[src/rtl/dict_pkg.sv]
package dict_pkg;
  typedef enum logic [2:0] {
    OP_SEARCH = 3'd0,
    OP_INSERT = 3'd1,
    OP_DELETE = 3'd2,
    OP_MIN    = 3'd3,
    OP_MAX    = 3'd4
  } op_e;

  typedef enum logic [1:0] {
    RED_MATCH = 2'd0,
    RED_MIN   = 2'd1,
    RED_MAX   = 2'd2
  } red_e;
endpackage

[src/rtl/dict_combine_node.sv]
module dict_combine_node
  import dict_pkg::*;
#(
  parameter int KEY_W  = 8,
  parameter int DATA_W = 8
) (
  input  red_e              mode_i,
  input  logic              l_hit_i,
  input  logic [KEY_W-1:0]  l_key_i,
  input  logic [DATA_W-1:0] l_data_i,
  input  logic              r_hit_i,
  input  logic [KEY_W-1:0]  r_key_i,
  input  logic [DATA_W-1:0] r_data_i,
  output logic              hit_o,
  output logic [KEY_W-1:0]  key_o,
  output logic [DATA_W-1:0] data_o
);
  logic take_r;

  always_comb begin
    if (l_hit_i && r_hit_i) begin
      unique case (mode_i)
        RED_MIN: take_r = r_key_i < l_key_i;
        RED_MAX: take_r = r_key_i > l_key_i;
        default: take_r = 1'b0;  // match: left side wins
      endcase
    end else begin
      take_r = r_hit_i;
    end
  end

  assign hit_o  = l_hit_i | r_hit_i;
  assign key_o  = take_r ? r_key_i : l_key_i;
  assign data_o = take_r ? r_data_i : l_data_i;
endmodule

[src/rtl/dict_reduce_pipe.sv]
module dict_reduce_pipe
  import dict_pkg::*;
#(
  parameter int N_LEAF = 8,
  parameter int LEVELS = 3,
  parameter int KEY_W  = 8,
  parameter int DATA_W = 8,
  parameter int SIDE_W = 4
) (
  input  logic              clk_i,
  input  logic              rst_ni,
  input  logic              in_valid_i,
  input  red_e              mode_i,
  input  logic [N_LEAF-1:0] leaf_hit_i,
  input  logic [KEY_W-1:0]  leaf_key_i  [N_LEAF],
  input  logic [DATA_W-1:0] leaf_data_i [N_LEAF],
  input  logic [SIDE_W-1:0] side_i,
  output logic              out_valid_o,
  output logic              out_hit_o,
  output logic [KEY_W-1:0]  out_key_o,
  output logic [DATA_W-1:0] out_data_o,
  output logic [SIDE_W-1:0] out_side_o
);
  localparam int NODES = 2 * N_LEAF - 1;

  // heap layout: node n stored at index n-1, leaves are nodes N_LEAF..2*N_LEAF-1
  logic              hit_q  [NODES];
  logic [KEY_W-1:0]  key_q  [NODES];
  logic [DATA_W-1:0] data_q [NODES];
  logic              c_hit  [N_LEAF-1];
  logic [KEY_W-1:0]  c_key  [N_LEAF-1];
  logic [DATA_W-1:0] c_data [N_LEAF-1];

  logic              v_q    [LEVELS+1];
  logic [SIDE_W-1:0] side_q [LEVELS+1];
  red_e              mode_q [LEVELS];

  for (genvar n = 1; n < N_LEAF; n++) begin : g_node
    localparam int D = $clog2(n + 1) - 1;
    localparam int S = LEVELS - D - 1;  // stage holding this node's children
    dict_combine_node #(.KEY_W(KEY_W), .DATA_W(DATA_W)) i_node (
      .mode_i  (mode_q[S]),
      .l_hit_i (hit_q[2*n-1]),
      .l_key_i (key_q[2*n-1]),
      .l_data_i(data_q[2*n-1]),
      .r_hit_i (hit_q[2*n]),
      .r_key_i (key_q[2*n]),
      .r_data_i(data_q[2*n]),
      .hit_o   (c_hit[n-1]),
      .key_o   (c_key[n-1]),
      .data_o  (c_data[n-1])
    );
  end

  always_ff @(posedge clk_i or negedge rst_ni) begin
    if (!rst_ni) begin
      for (int i = 0; i < NODES; i++) begin
        hit_q[i]  <= 1'b0;
        key_q[i]  <= '0;
        data_q[i] <= '0;
      end
      for (int s = 0; s <= LEVELS; s++) begin
        v_q[s]    <= 1'b0;
        side_q[s] <= '0;
      end
      for (int s = 0; s < LEVELS; s++) mode_q[s] <= RED_MATCH;
    end else begin
      v_q[0]    <= in_valid_i;
      side_q[0] <= side_i;
      mode_q[0] <= mode_i;
      for (int s = 1; s <= LEVELS; s++) begin
        v_q[s]    <= v_q[s-1];
        side_q[s] <= side_q[s-1];
      end
      for (int s = 1; s < LEVELS; s++) mode_q[s] <= mode_q[s-1];
      for (int i = 0; i < N_LEAF; i++) begin
        hit_q[N_LEAF-1+i]  <= leaf_hit_i[i];
        key_q[N_LEAF-1+i]  <= leaf_key_i[i];
        data_q[N_LEAF-1+i] <= leaf_data_i[i];
      end
      for (int i = 0; i < N_LEAF - 1; i++) begin
        hit_q[i]  <= c_hit[i];
        key_q[i]  <= c_key[i];
        data_q[i] <= c_data[i];
      end
    end
  end

  assign out_valid_o = v_q[LEVELS];
  assign out_side_o  = side_q[LEVELS];
  assign out_hit_o   = hit_q[0];
  assign out_key_o   = key_q[0];
  assign out_data_o  = data_q[0];
endmodule

[src/rtl/dict_vacancy.sv]
module dict_vacancy #(
  parameter int N_LEAF = 8,
  parameter int LEVELS = 3,
  localparam int CNT_W = LEVELS + 1,
  localparam int IDX_W = LEVELS
) (
  input  logic              clk_i,
  input  logic              rst_ni,
  input  logic [N_LEAF-1:0] leaf_valid_i,
  input  logic              ins_i,
  input  logic              del_i,
  input  logic [IDX_W-1:0]  del_idx_i,
  output logic [IDX_W-1:0]  ins_idx_o,
  output logic [CNT_W-1:0]  root_vac_o,
  output logic              busy_o
);
  logic [CNT_W-1:0] vac_q [N_LEAF-1];  // node n at index n-1
  logic             busy_q;
  logic [IDX_W-1:0] step_q;
  logic [IDX_W-1:0] idx_q;

  // descend from the root, left side first when it has room
  always_comb begin
    int  n;
    logic left_free;
    n = 1;
    left_free = 1'b0;
    for (int d = 0; d < LEVELS; d++) begin
      if (d == LEVELS - 1) left_free = !leaf_valid_i[2*n-N_LEAF];
      else                 left_free = vac_q[2*n-1] != '0;
      n = left_free ? 2 * n : 2 * n + 1;
    end
    ins_idx_o = IDX_W'(n - N_LEAF);
  end

  always_ff @(posedge clk_i or negedge rst_ni) begin
    if (!rst_ni) begin
      for (int d = 0; d < LEVELS; d++)
        for (int j = 0; j < (1 << d); j++)
          vac_q[(1<<d)+j-1] <= CNT_W'(N_LEAF >> d);
      busy_q <= 1'b0;
      step_q <= '0;
      idx_q  <= '0;
    end else begin
      for (int d = 0; d < LEVELS; d++) begin
        for (int j = 0; j < (1 << d); j++) begin
          if (ins_i && ((N_LEAF + int'(ins_idx_o)) >> (LEVELS - d)) == (1 << d) + j)
            vac_q[(1<<d)+j-1] <= vac_q[(1<<d)+j-1] - 1'b1;
          else if (busy_q && d == int'(step_q) &&
                   ((N_LEAF + int'(idx_q)) >> (LEVELS - d)) == (1 << d) + j)
            vac_q[(1<<d)+j-1] <= vac_q[(1<<d)+j-1] + 1'b1;
        end
      end
      // freeing walk climbs one level per cycle
      if (del_i) begin
        busy_q <= 1'b1;
        step_q <= IDX_W'(LEVELS - 1);
        idx_q  <= del_idx_i;
      end else if (busy_q) begin
        if (step_q == '0) busy_q <= 1'b0;
        else              step_q <= step_q - 1'b1;
      end
    end
  end

  assign root_vac_o = vac_q[0];
  assign busy_o     = busy_q;
endmodule

[src/rtl/dict_tree.sv]
module dict_tree
  import dict_pkg::*;
#(
  parameter int N_LEAF = 8,
  parameter int KEY_W  = 8,
  parameter int DATA_W = 8,
  localparam int LEVELS = $clog2(N_LEAF),
  localparam int IDX_W  = LEVELS,
  localparam int CNT_W  = LEVELS + 1,
  localparam int SIDE_W = 3 + KEY_W + DATA_W
) (
  input  logic              clk_i,
  input  logic              rst_ni,
  input  logic              cmd_valid_i,
  output logic              cmd_ready_o,
  input  logic [2:0]        cmd_op_i,
  input  logic [KEY_W-1:0]  cmd_key_i,
  input  logic [DATA_W-1:0] cmd_data_i,
  output logic              rsp_valid_o,
  output logic              rsp_found_o,
  output logic              rsp_err_o,
  output logic [KEY_W-1:0]  rsp_key_o,
  output logic [DATA_W-1:0] rsp_data_o
);
  logic [N_LEAF-1:0] leaf_valid_q;
  logic [KEY_W-1:0]  leaf_key_q  [N_LEAF];
  logic [DATA_W-1:0] leaf_data_q [N_LEAF];

  logic              accept, busy, any_match;
  logic [N_LEAF-1:0] match, leaf_hit;
  logic [IDX_W-1:0]  match_idx, ins_idx;
  logic [CNT_W-1:0]  root_vac;
  logic              is_ins, ins_new, ins_full, ins_upd, del_hit, tree_op, imm_found;
  logic [DATA_W-1:0] imm_data;
  red_e              red_mode;

  logic [SIDE_W-1:0] side_in, side_out;
  logic              t_hit;
  logic [KEY_W-1:0]  t_key;
  logic [DATA_W-1:0] t_data;

  assign cmd_ready_o = !busy;
  assign accept      = cmd_valid_i && cmd_ready_o;

  always_comb begin
    any_match = 1'b0;
    match_idx = '0;
    for (int i = N_LEAF - 1; i >= 0; i--) begin
      match[i]    = leaf_valid_q[i] && leaf_key_q[i] == cmd_key_i;
      leaf_hit[i] = leaf_valid_q[i] &&
                    (cmd_op_i == OP_MIN || cmd_op_i == OP_MAX ||
                     (cmd_op_i == OP_SEARCH && leaf_key_q[i] == cmd_key_i));
      if (match[i]) begin
        any_match = 1'b1;
        match_idx = IDX_W'(i);
      end
    end
  end

  assign is_ins   = accept && cmd_op_i == OP_INSERT;
  assign ins_upd  = is_ins && any_match;
  assign ins_new  = is_ins && !any_match && root_vac != '0;
  assign ins_full = is_ins && !any_match && root_vac == '0;
  assign del_hit  = accept && cmd_op_i == OP_DELETE && any_match;

  always_ff @(posedge clk_i or negedge rst_ni) begin
    if (!rst_ni) begin
      leaf_valid_q <= '0;
      for (int i = 0; i < N_LEAF; i++) begin
        leaf_key_q[i]  <= '0;
        leaf_data_q[i] <= '0;
      end
    end else begin
      if (ins_upd) leaf_data_q[match_idx] <= cmd_data_i;
      if (ins_new) begin
        leaf_valid_q[ins_idx] <= 1'b1;
        leaf_key_q[ins_idx]   <= cmd_key_i;
        leaf_data_q[ins_idx]  <= cmd_data_i;
      end
      if (del_hit) leaf_valid_q[match_idx] <= 1'b0;
    end
  end

  dict_vacancy #(.N_LEAF(N_LEAF), .LEVELS(LEVELS)) i_vac (
    .clk_i       (clk_i),
    .rst_ni      (rst_ni),
    .leaf_valid_i(leaf_valid_q),
    .ins_i       (ins_new),
    .del_i       (del_hit),
    .del_idx_i   (match_idx),
    .ins_idx_o   (ins_idx),
    .root_vac_o  (root_vac),
    .busy_o      (busy)
  );

  always_comb begin
    unique case (cmd_op_i)
      OP_MIN:  red_mode = RED_MIN;
      OP_MAX:  red_mode = RED_MAX;
      default: red_mode = RED_MATCH;
    endcase
  end

  assign tree_op   = cmd_op_i == OP_SEARCH || cmd_op_i == OP_MIN || cmd_op_i == OP_MAX;
  assign imm_found = any_match && (cmd_op_i == OP_INSERT || cmd_op_i == OP_DELETE);
  assign imm_data  = (cmd_op_i == OP_DELETE) ? leaf_data_q[match_idx] : cmd_data_i;
  assign side_in   = {tree_op, imm_found, ins_full, cmd_key_i, imm_data};

  dict_reduce_pipe #(
    .N_LEAF(N_LEAF), .LEVELS(LEVELS), .KEY_W(KEY_W), .DATA_W(DATA_W), .SIDE_W(SIDE_W)
  ) i_pipe (
    .clk_i      (clk_i),
    .rst_ni     (rst_ni),
    .in_valid_i (accept),
    .mode_i     (red_mode),
    .leaf_hit_i (leaf_hit),
    .leaf_key_i (leaf_key_q),
    .leaf_data_i(leaf_data_q),
    .side_i     (side_in),
    .out_valid_o(rsp_valid_o),
    .out_hit_o  (t_hit),
    .out_key_o  (t_key),
    .out_data_o (t_data),
    .out_side_o (side_out)
  );

  always_comb begin
    if (side_out[SIDE_W-1]) begin
      rsp_found_o = t_hit;
      rsp_err_o   = 1'b0;
      rsp_key_o   = t_key;
      rsp_data_o  = t_data;
    end else begin
      rsp_found_o = side_out[SIDE_W-2];
      rsp_err_o   = side_out[SIDE_W-3];
      rsp_key_o   = side_out[KEY_W+DATA_W-1:DATA_W];
      rsp_data_o  = side_out[DATA_W-1:0];
    end
  end
endmodule

[config.mk]
export PLATFORM = sky130hd
export DESIGN_NAME = dict_tree
export DESIGN_NICKNAME = d
export VERILOG_FILES = /design/src/rtl/dict_pkg.sv /design/src/rtl/dict_combine_node.sv /design/src/rtl/dict_reduce_pipe.sv /design/src/rtl/dict_vacancy.sv /design/src/rtl/dict_tree.sv
export SDC_FILE = /design/constraint.sdc
export NUM_CORES = 1
export LEC_CHECK = 0
export ABC_CLOCK_PERIOD_IN_PS = 4700
export BUFFER_PORTS_ARGS = -buffer_cell sky130_fd_sc_hd__buf_2
export CORE_MARGIN = 3
export CORE_UTILIZATION = 50
export CTS_CLUSTER_DIAMETER = 80
export CTS_CLUSTER_SIZE = 24
export DETAILED_ROUTE_END_ITERATION = 6
export PLACE_DENSITY = 0.78
export SLEW_MARGIN = 15
export SYNTH_ARGS = -nofsm -noshare
export SYNTH_HDL_FRONTEND = slang
export SYNTH_SLANG_ARGS = --single-unit
[constraint.sdc]
create_clock -name clk_i -period 4.7 [get_ports clk_i]
set_clock_uncertainty 0.15 [all_clocks]
set_input_delay 0.47 -clock clk_i [delete_from_list [all_inputs] [get_ports clk_i]]
set_output_delay 0.47 -clock clk_i [all_outputs]
set_load 0.01 [all_outputs]
==> results by group, run 1 <==
Clocking
  • CTS tree: done
  • Maximum root-to-sink buffer count: 3
  • CTS H-Tree Depth: 1
  • Gates resized, CTS repair: 0
  • CTS Buf Count: 25
  • Worst skew pair latency: slightly below 0.6 ns
  • Reg clk slew, reported paths: 0.09 ns
  • Clk sink count: 499
  • CTS root buf: clkbuf_16

Yosys
  • Register bit count reported by yosys: 499
  • Post-Syn Nets: ~1,500
  • Avg Inst Size Synth: 14.3 sq um
  • Number of flops mapped to enable cells by yosys: 0
  • Synth Warn #: 0
  • Seq/Total Area, Yosys: 62.6%
  • Cell count after synthesis: around 1,400
  • FFs w/ async S/R, synth: 100%
  • Predominant post-synthesis flop cell: dfrtp_1
  • Mapped Area: 20,000 sq um
  • Post-synthesis cell type count: 64

Power
  • PnR Total Power: 8.90 mW
  • Power per cell area: a little over 400 nW/um^2
  • Leakage Power: between 10 and 15 nW
  • Maximum vdd ir drop: between 0.2 and 0.3 mV

Placed design
  • DP Worst Slack: just over 0.5 ns
  • Port Buf Inserts: slightly above 40
  • Routability cong.: 0.875
  • DPL Wire Length: about 29,000 um

Timing
  • Final min period: 4.09 ns
  • Final WS setup: 0.611 ns
  • Fin Setup TNS: 0 ns
  • Unrepaired setup endpoints after global routing: false
  • Final Setup Violations: 0
  • Final hold violations: 0
  • Fin crit share: between 80% and 90%
  • FMAX: 245 MHz
  • Max-slew violations: 0
  • Slew HR: 19.8%
  • Worst slew pin tran: around 1.2 ns

Layout
  • Fillers: 3,011
  • Finished Core Util: 55.4%
  • Commonest non-fill, non-tap cell in the layout: dfrtp_1
  • Most frequent cells in the layout: dfrtp_1 (495), mux2_2 (239), inv_1 (81), ha_1 (70), xnor2_1 (66)
  • Layout cells sized above 1: 26.2%
  • Layout area overhead: 8.32%
  • Layout net count: ~1,500

Floorplan
  • Die ar.: ~42,000 sq um
  • Die width: 206 um
  • DIE HEIGHT: around 210 um
  • Initial core utilization: 51.1%
  • Top Ports: 42
  • FP Rows: about 70
  • Core Region: 39,000 sq um

Drt
  • DR WL/cell: 20.3 um
  • DRC Markers: 0
  • DRT Pass-1 Iters: 5
  • 1st-iter DRT viols: roughly 760
  • Via count: between 10,000 and 15,000
  • Total length of routed wires: roughly 40,000 um
  • Antenna Nets Post-Route: 0
  • Via density: approximately 5.6

Critical path
  • Crit path required time: 5.01 ns
  • Crit-path max FO: 18
  • CP Capture Type: flop
  • CP Launch Type: input pin
  • WP data arrival: 4.40 ns
  • Kind of critical path: in -> reg

Global route
  • Remaining global-route overflow: 0
  • Largest net degree at the start of global routing: 131
  • Antenna violations before repair: 4
  • Busiest layer in global routing: met2
  • Global-route usage over all layers: slightly below 20%
  • Global-route wire length before repair: around 65,000 um
  • Met3 Use GR: roughly 3%
  • Vias in the first global route: about 12,000
  • M1 GR Usage: approximately 28%
  • GR met2 Demand/Resource: a little under a third

Outcome
  • Status: finished, final reports clean

Job
  • Max_cap viols: 0

Hold path
  • Hold Path Class: in -> reg
-- per-stage QoR --
step	cell area [sq um]	cells	hold WS, ns
CTS	21600	1986	0.00773
global route	21600	1987	0.0107
finish	21600	1988	0.0265
detailed placement	20800	1942	0.185
global placement	20800	1942	0.182
floorplan	20000	1396	0.0244
-- layout make-up --
type	instances	area, sq um	area share (%)
repair buffers	78	553	2.56
clock buffers	35	673	3.12
flip-flops and latches	499	12500	57.8
well taps	518	648	3.00
multi-input cells	770	6870	31.8
inverters	81	304	1.41
clock inverters	5	66.3	0.307
diodes	2	5.00	0.0232
-- routing by layer --
metal,up-vias,routed length [um]
met1,5716,17800
met2,263,19200
met4,4,1180
met3,77,2170
met5,-,34
li1,4997,-
-- repair_timing --
action                                 in CTS  in global routing
hold buffers                                4                  0
setup buffers                               0                  0
endpoints found under the hold margin     128                  0
-- cells by family after synthesis --
logic type / synth area share (%)
flip-flops: 62.6
multiplexers: 14.9
AND/OR/NAND/NOR: 5.68
AO/OA/AOI/OAI: 5.96
buffers and inverters: 3.00
XOR/XNOR: 3.42
adder cells (fa/ha/maj): 4.39
-- critical path, cell delays in order --
cell,delay [ns]
dlygate4sd3_1,0.52
buf_2,0.23
buf_4,0.24
xnor2_1,0.08
nand4_1,0.16
nor2_1,0.13
a2111oi_4,0.60
nand4_4,0.43
or4_1,0.87
nand2_2,0.28
mux2_2,0.36
-- worst paths after layout --
check,from,endpoint,slack [ns],cells past startpoint
max,cmd_key_i[0],leaf_data_q[57],0.61,11
min,cmd_key_i[7],i_pipe.side_q[72],0.03,1
max reg2reg,leaf_key_q[58],leaf_data_q[57],0.82,9
min reg2reg,i_pipe.side_q[67],i_pipe.side_q[48],0.20,0
max in group asynchronous,rst_ni,leaf_data_q[49],2.80,3
min in group asynchronous,rst_ni,i_pipe.out_data_o[6],0.40,2
-- synthesized netlist by cell type, types with 13 or more instances --
master	instances	share of area [%]
clkbuf_1	20	0.38
mux2_2	239	13
o21ai_0	21	0.53
a21oi_1	36	0.90
nand4_1	28	0.88
a21o_1	25	0.94
nand3_1	15	0.38
mux2_1	13	0.73
buf_6	14	0.79
nand2_1	35	0.66
nor3_1	15	0.38
inv_1	81	1.5
o21a_1	14	0.53
a221o_1	14	0.70
xnor2_1	66	2.9
nor2_1	34	0.64
dfrtp_1	495	62
ha_1	70	4.4
-- flip-flops by register name, indices dropped and copies added (netlist names), 4 cells and up --
register	cells
i_pipe.data_q	112
i_pipe.key_q	112
leaf_data_q	64
leaf_key_q	64
i_pipe.side_q	57
i_pipe.out_side_o	19
i_pipe.hit_q	14
i_vac.vac_q	12
i_pipe.out_data_o	8
i_pipe.out_key_o	8
leaf_valid_q	8
i_pipe.mode_q	6
i_vac.root_vac_o	4
-- power by group --
group	switching (mW)	leakage, nW	internal (mW)
registers	0.377	6.61	4.80
logic	0.683	3.47	0.648
clock network	1.32	0.355	1.07
total	2.38	10.4	6.52
(Power assumes the default switching activity.)
==> run 2, diff against run 1 <==
--- a/config.mk
+++ b/config.mk
@@ -13,6 +13,7 @@
 export CTS_CLUSTER_SIZE = 24
 export DETAILED_ROUTE_END_ITERATION = 6
 export PLACE_DENSITY = 0.78
+export RECOVER_POWER = 25
 export SLEW_MARGIN = 15
 export SYNTH_ARGS = -nofsm -noshare
 export SYNTH_HDL_FRONTEND = slang
==> run 2 against run 1 <==
Effect of this change: non-clock buffer count is the same; count of clock-buffer cells in the layout stayed put; utilization shrank 0.061 points; routed wire length barely moved; the flow now finishes with violations (max-capacitance violations, max-slew violations); first-iteration DRC count rose by 14%; register-to-register slack hardly changed; clock power about the same; worst setup slack got worse by 0.017 ns; global-route usage did not move; via count rose by 0.13%; sequential power about the same; critical path type unchanged.
==> results by group, run 2 (synthesized netlist as in run 1, its figures left out) <==
Critical path
  • Reg2reg start: leaf_key_q[58]
  • Top delay family on crit path: simple AND/OR/NAND/NOR gates
  • Crit-path max FO: 18 (unchanged)
  • CP Buf/Inv Count: 2 (-1)
  • Kind of critical path: in -> reg
  • CP Launch Type: input pin
  • CP Capture Type: flop
  • Crit path required time: 5.01 ns (about the same)
  • Peak per-stage delay on the critical path: 0.87 ns (about the same)
  • CP cell instances: clkbuf_1 -> xnor2_1 -> nand2_1 -> nor4_4 -> buf_4 -> nor4_4 -> nand4_4 -> or4_1 -> nand2_2 -> mux2_2
  • Reg2Reg Setup Slack: 0.81 ns (about the same)
  • Slowest CP cell: or4_1
  • WP data arrival: 4.41 ns (about the same)
  • Most frequent CP cell: nor4_4
  • Reg2reg path depth: 9 (unchanged)
  • RR Endpoint: leaf_data_q[62]

Drt
  • 1st-iter DRT viols: 860 (+14%)
  • Antenna Nets Post-Route: 0 (unchanged)
  • Via count: 11,071 (+0.13%)
  • DRT Pass-1 Iters: 5 (unchanged)
  • Via density: 5.57 (+0.18%)
  • DRC Markers: 0 (unchanged)
  • DR WL/cell: 20.4 um (+0.14%)
  • Total length of routed wires: 40,500 um (about the same)

Timing
  • Final WS setup: 0.594 ns (-0.0169 ns)
  • Final Setup Violations: 0 (unchanged)
  • Final hold violations: 0 (unchanged)
  • Slew HR: -114% (-130 points)
  • Fin crit share: 87.4% (+0.36 points)
  • FMAX: 244 MHz (-0.41%)
  • Max-slew violations: 127 (+127)
  • Fin Setup TNS: 0 ns (unchanged)
  • Unrepaired setup endpoints after global routing: false
  • Final min period: 4.11 ns (+0.0169 ns)
  • Worst slew pin tran: 3.21 ns (+2.02 ns)

Hold path
  • Worst Hold Depth: 3 (+2)
  • Hold Path Class: in -> reg
  • Hold path startpoint: cmd_data_i[2]
  • Hold-critical path endpoint: i_pipe.side_q[59]

Clocking
  • Post-CTS setup buffer count: 0 (unchanged)
  • CTS tree: done
  • Clk sink count: 499 (unchanged)
  • Worst skew pair latency: 0.57 ns (about the same)
  • Post-CTS Hold Buffers: 4 (unchanged)
  • CTS Buf Count: 25 (unchanged)
  • CTS H-Tree Depth: 1 (unchanged)
  • CTS root buf: clkbuf_16
  • Maximum root-to-sink buffer count: 3 (unchanged)
  • Reg clk slew, reported paths: 0.09 ns (about the same)
  • Gates resized, CTS repair: 0 (unchanged)

Outcome
  • Status: complete, but fails checks
  • Failing checks: max-capacitance violations, max-slew violations

Global route
  • Vias in the first global route: 11,579 (unchanged)
  • Global-route wire length before repair: 65,100 um (unchanged)
  • Largest net degree at the start of global routing: 131 (unchanged)
  • Antenna violations before repair: 4 (unchanged)
  • Global-route usage over all layers: 19.7% (unchanged)
  • Remaining global-route overflow: 0 (unchanged)

Power
  • Maximum vdd ir drop: 0.284 mV (-0.20%)
  • Power per cell area: 412 nW/um^2 (about the same)
  • Leakage Power: 10.4 nW (-0.23%)
  • PnR Total Power: 8.90 mW (about the same)

Floorplan
  • Core Region: 39,000 sq um (unchanged)
  • Top Ports: 42 (unchanged)
  • FP Rows: 72 (unchanged)
  • DIE HEIGHT: 206 um (unchanged)
  • Die ar.: 42,300 sq um (unchanged)
  • Initial core utilization: 51.1% (unchanged)
  • Die width: 206 um (unchanged)

Layout
  • Design area: 21,600 sq um (-0.11%)
  • Layout net count: 1,547 (unchanged)
  • Cell Count, Final, Fillers Out: 1,987 (-0.050%)
  • Fillers: 3,015 (+0.13%)
  • Most frequent cells in the layout: dfrtp_1 (495), mux2_2 (239), inv_1 (81), ha_1 (70), xnor2_1 (66)
  • Layout cells sized above 1: 25.7% (-0.48 points)
  • Layout area overhead: 8.20%
  • Top flop regs: i_pipe.data_q (112), i_pipe.key_q (112)
  • Commonest non-fill, non-tap cell in the layout: dfrtp_1

Placed design
  • Post-DP Area: 20,800 sq um (unchanged)
  • DPL Wire Length: 29,200 um (unchanged)
  • Routability cong.: 0.875 (unchanged)
  • Placed insts: 1,942 (unchanged)
  • Port Buf Inserts: 41 (unchanged)
  • DP Worst Slack: 0.506 ns (unchanged)

Job
  • Max_cap viols: 1 (+1)
## run 2: worst min-delay path, delay by kind of cell
family	cells	cell delay (ns)
buf+inv	1	0.17
simple gates	1	0.12
compound gates	1	0.05
## run 2: area by class of cell
type / count / area, sq um / area share [%]
clock buffers: 35 / 673 / 3.12
diodes: 1 / 2.50 / 0.0116
clock inverters: 5 / 66.3 / 0.307
flip-flops and latches: 499 / 12500 / 57.9
repair buffers: 78 / 532 / 2.46
well taps: 518 / 648 / 3.00
multi-input cells: 770 / 6870 / 31.8
inverters: 81 / 304 / 1.41
## run 2: worst max-delay path by stage
stage                     cells after the start         endpoint         start  slack, ns
after CTS                                    11  leaf_data_q[57]  cmd_key_i[0]       0.62
final                                        10  leaf_data_q[62]  cmd_key_i[3]       0.59
after floorplan                              11  i_vac.vac_q[21]  cmd_key_i[3]       1.44
after detailed placement                     10  leaf_data_q[57]  cmd_key_i[3]       0.51
after global routing                         11  leaf_data_q[62]  cmd_key_i[0]       0.39
after global placement                       10  leaf_data_q[62]  cmd_key_i[3]       0.62
## run 2: power by group
group          switching [mW]  internal [mW]
logic                   0.686          0.647
registers               0.376           4.81
clock network            1.32           1.07
total                    2.38           6.52
## run 2: layer usage
layer	vias to the layer above	track usage (%)	share of wire, %	routed length, um
met1	5736	27.9	44	18000
li1	5002	-	-	-
met5	-	0	0.091	37
met4	6	6.18	3.0	1210
met2	248	31.6	48	19300
met3	79	3.05	4.9	2000
## run 2: per-stage QoR
step	hold slack, ns	util (%)
floorplan	0.0244	-
global placement	0.182	53.4
detailed placement	0.185	53.4
CTS	0.00773	55.4
global route	0.136	55.3
finish	0.125	55.3
==> run 3, diff against run 2 <==
--- a/config.mk
+++ b/config.mk
@@ -8,11 +8,11 @@
 export ABC_CLOCK_PERIOD_IN_PS = 4700
 export BUFFER_PORTS_ARGS = -buffer_cell sky130_fd_sc_hd__buf_2
 export CORE_MARGIN = 3
-export CORE_UTILIZATION = 50
+export CORE_UTILIZATION = 40
 export CTS_CLUSTER_DIAMETER = 80
 export CTS_CLUSTER_SIZE = 24
 export DETAILED_ROUTE_END_ITERATION = 6
-export PLACE_DENSITY = 0.78
+export PLACE_DENSITY = 0.67
 export RECOVER_POWER = 25
 export SLEW_MARGIN = 15
 export SYNTH_ARGS = -nofsm -noshare
==> run 3 against run 2 <==
Effect of this change: critical endpoint is now leaf_data_q[61]; sequential share of layout area down 0.47 points; sequential power hardly changed; the flow still finishes with violations (max-capacitance violations, max-slew violations); sequential cell count stayed put.
==> results by group, run 3 (synthesized netlist as in run 1, its figures left out) <==
Outcome
  • Status: complete, but fails checks
  • Failing checks: max-capacitance violations, max-slew violations

Layout
  • Cell Count, Final, Fillers Out: 2,124 (+6.9%)
  • Fillers: 4,343 (+44%)
  • Layout cells sized above 1: 26.0% (+0.28 points)
  • N_diodes: 0 (-1)
  • Top flop regs: i_pipe.data_q (112), i_pipe.key_q (112)
  • Most frequent cells in the layout: dfrtp_1 (495), mux2_2 (239), inv_1 (81), ha_1 (70), xnor2_1 (66)
  • Layout net count: 1,547 (unchanged)
  • Commonest non-fill, non-tap cell in the layout: dfrtp_1
  • Layout area overhead: 9.08%
  • Finished Core Util: 44.3% (-11 points)

Drt
  • DR WL/cell: 19.2 um (-5.6%)
  • Via density: 5.09 (-8.7%)
  • Total length of routed wires: 40,800 um (+0.89%)
  • DRC Markers: 0 (unchanged)
  • Via count: 10,804 (-2.4%)
  • DRT Pass-1 Iters: 5 (unchanged)
  • Antenna Nets Post-Route: 0 (unchanged)
  • 1st-iter DRT viols: 1,000 (+16%)

Critical path
  • Crit path required time: 5.00 ns (about the same)
  • Crit-path max FO: 18 (unchanged)
  • Most frequent CP cell: nor4_4
  • WP data arrival: 4.41 ns (about the same)
  • CP Capture Type: flop
  • Slowest CP cell: or4_1
  • Kind of critical path: in -> reg
  • CP Buf/Inv Count: 2 (unchanged)
  • CP cell instances: clkbuf_1 -> xnor2_1 -> nand2_1 -> nor4_4 -> buf_4 -> nor4_4 -> nand4_4 -> or4_1 -> nand2_2 -> mux2_2
  • CP Launch Type: input pin
  • Top delay family on crit path: simple AND/OR/NAND/NOR gates
  • Peak per-stage delay on the critical path: 0.90 ns (+0.03 ns)

Timing
  • Final hold violations: 0 (unchanged)
  • Fin crit share: 87.5% (+0.16 points)
  • Hold WS: 0.137 ns (+0.0120 ns)
  • FMAX: 243 MHz (-0.19%)
  • Slew HR: -66.8% (+47 points)
  • Worst slew pin tran: 2.50 ns (-0.710 ns)
  • Unrepaired setup endpoints after global routing: false
  • Final min period: 4.11 ns (+0.00774 ns)
  • Final Setup Violations: 0 (unchanged)
  • Max-slew violations: 99 (-22%)
  • Fin Setup TNS: 0 ns (unchanged)

Global route
  • Antenna violations before repair: 2 (-2)
  • Vias in the first global route: 11,530 (-0.42%)
  • Largest net degree at the start of global routing: 122 (-6.9%)
  • Global-route usage over all layers: 16.0% (-3.7 points)
  • Remaining global-route overflow: 0 (unchanged)
  • Global-route wire length before repair: 66,400 um (+1.9%)

Power
  • Clock power frac: 27.0% (+0.2 points)
  • Cell internal pwr: 6.52 mW (about the same)
  • PnR Total Power: 8.93 mW (+0.29%)
  • Maximum vdd ir drop: 0.267 mV (-6.1%)
  • P_sw: 2.40 mW (+1.1%)
  • Comb pwr share: 15.0% (about the same)
  • Sw Ratio: 26.9% (+0.22 points)
  • Power per cell area: 410 nW/um^2 (-0.52%)
  • Reg power frac: 57.9% (-0.3 points)
  • Leakage Power: 10.4 nW (about the same)

Floorplan
  • DIE HEIGHT: 229 um (+11%)
  • Die width: 229 um (+11%)
  • Top Ports: 42 (unchanged)
  • Die ar.: 52,600 sq um (+24%)
  • Core Region: 49,200 sq um (+26%)
  • FP Rows: 81 (+13%)
  • Initial core utilization: 40.6% (-11 points)

Clocking
  • Reg clk slew, reported paths: 0.09 ns (about the same)
  • Post-CTS setup buffer count: 0 (unchanged)
  • CTS tree: done
  • Maximum root-to-sink buffer count: 3 (unchanged)
  • CTS Buf Count: 26 (+4.0%)
  • Clk sink count: 499 (unchanged)
  • Post-CTS Hold Buffers: 3 (-1)
  • CTS H-Tree Depth: 1 (unchanged)
  • Worst skew pair latency: 0.58 ns (about the same)
  • Gates resized, CTS repair: 0 (unchanged)
  • CTS root buf: clkbuf_16

Placed design
  • Routability cong.: 0.857 (-2.1%)
  • Port Buf Inserts: 41 (unchanged)
  • Placed insts: 2,088 (+7.5%)
  • DPL Wire Length: 30,100 um (+3.0%)

Job
  • Max_cap viols: 1 (unchanged)

Hold path
  • Hold Path Class: in -> reg
run 3: changes by cell type in the layout (fill, tap and decap cells not counted), sizes merged:
cell / change
clkinv: +3
clkbuf: -6
buf: -1
clkinvlp: -1
dlygate4sd3: -1
inv: -1
bufinv: -1
diode: -1
run 3: area by class of cell:
type	instances	area, sq um	area share [%]
inverter	81	304	1.40
timing repair buffer	77	508	2.33
sequential	499	12500	57.4
clock buffer	28	689	3.17
multi-input combinational	770	6870	31.6
clock inverter	5	62.6	0.287
tap	664	831	3.82
run 3: per-layer routing:
layer / track usage [%] / up-vias / part of all wire (%)
met5: 0 / - / 0.056
met4: 4.55 / 4 / 2.6
met3: 1.97 / 62 / 3.7
met2: 26.2 / 182 / 48
met1: 22.5 / 5567 / 46
li1: - / 4989 / -
run 3: per-stage QoR:
stage                     setup WS [ns]  instance area, sq um
after floorplan                    1.44                 20000
after global placement            0.569                 21000
after detailed placement          0.478                 21000
after CTS                         0.629                 21800
after global routing              0.382                 21800
final                             0.586                 21800
run 3: path summary, 6_finish.rpt:
check | cells past startpoint | start | slack (ns) | to
worst max-delay path | 10 | cmd_key_i[7] | 0.59 | leaf_data_q[61]
min in group asynchronous | 2 | rst_ni | 1.05 | i_pipe.side_q[20]
worst max register to register | 9 | leaf_key_q[57] | 0.80 | leaf_data_q[61]
worst min register to register | 0 | i_pipe.side_q[69] | 0.19 | i_pipe.side_q[50]
max in group asynchronous | 3 | rst_ni | 1.60 | leaf_data_q[57]
worst min-delay path | 2 | cmd_data_i[4] | 0.14 | leaf_data_q[28]
run 3: power by group through the flow:
stage / registers, mW / clock network, mW / logic (mW)
floorplan: 5.11 / 0 / 0.969
global placement: 5.23 / 0 / 1.31
detailed placement: 5.26 / 0 / 1.35
CTS: 5.17 / 2.49 / 1.36
global route: 5.24 / 2.65 / 1.51
finish: 5.17 / 2.41 / 1.34
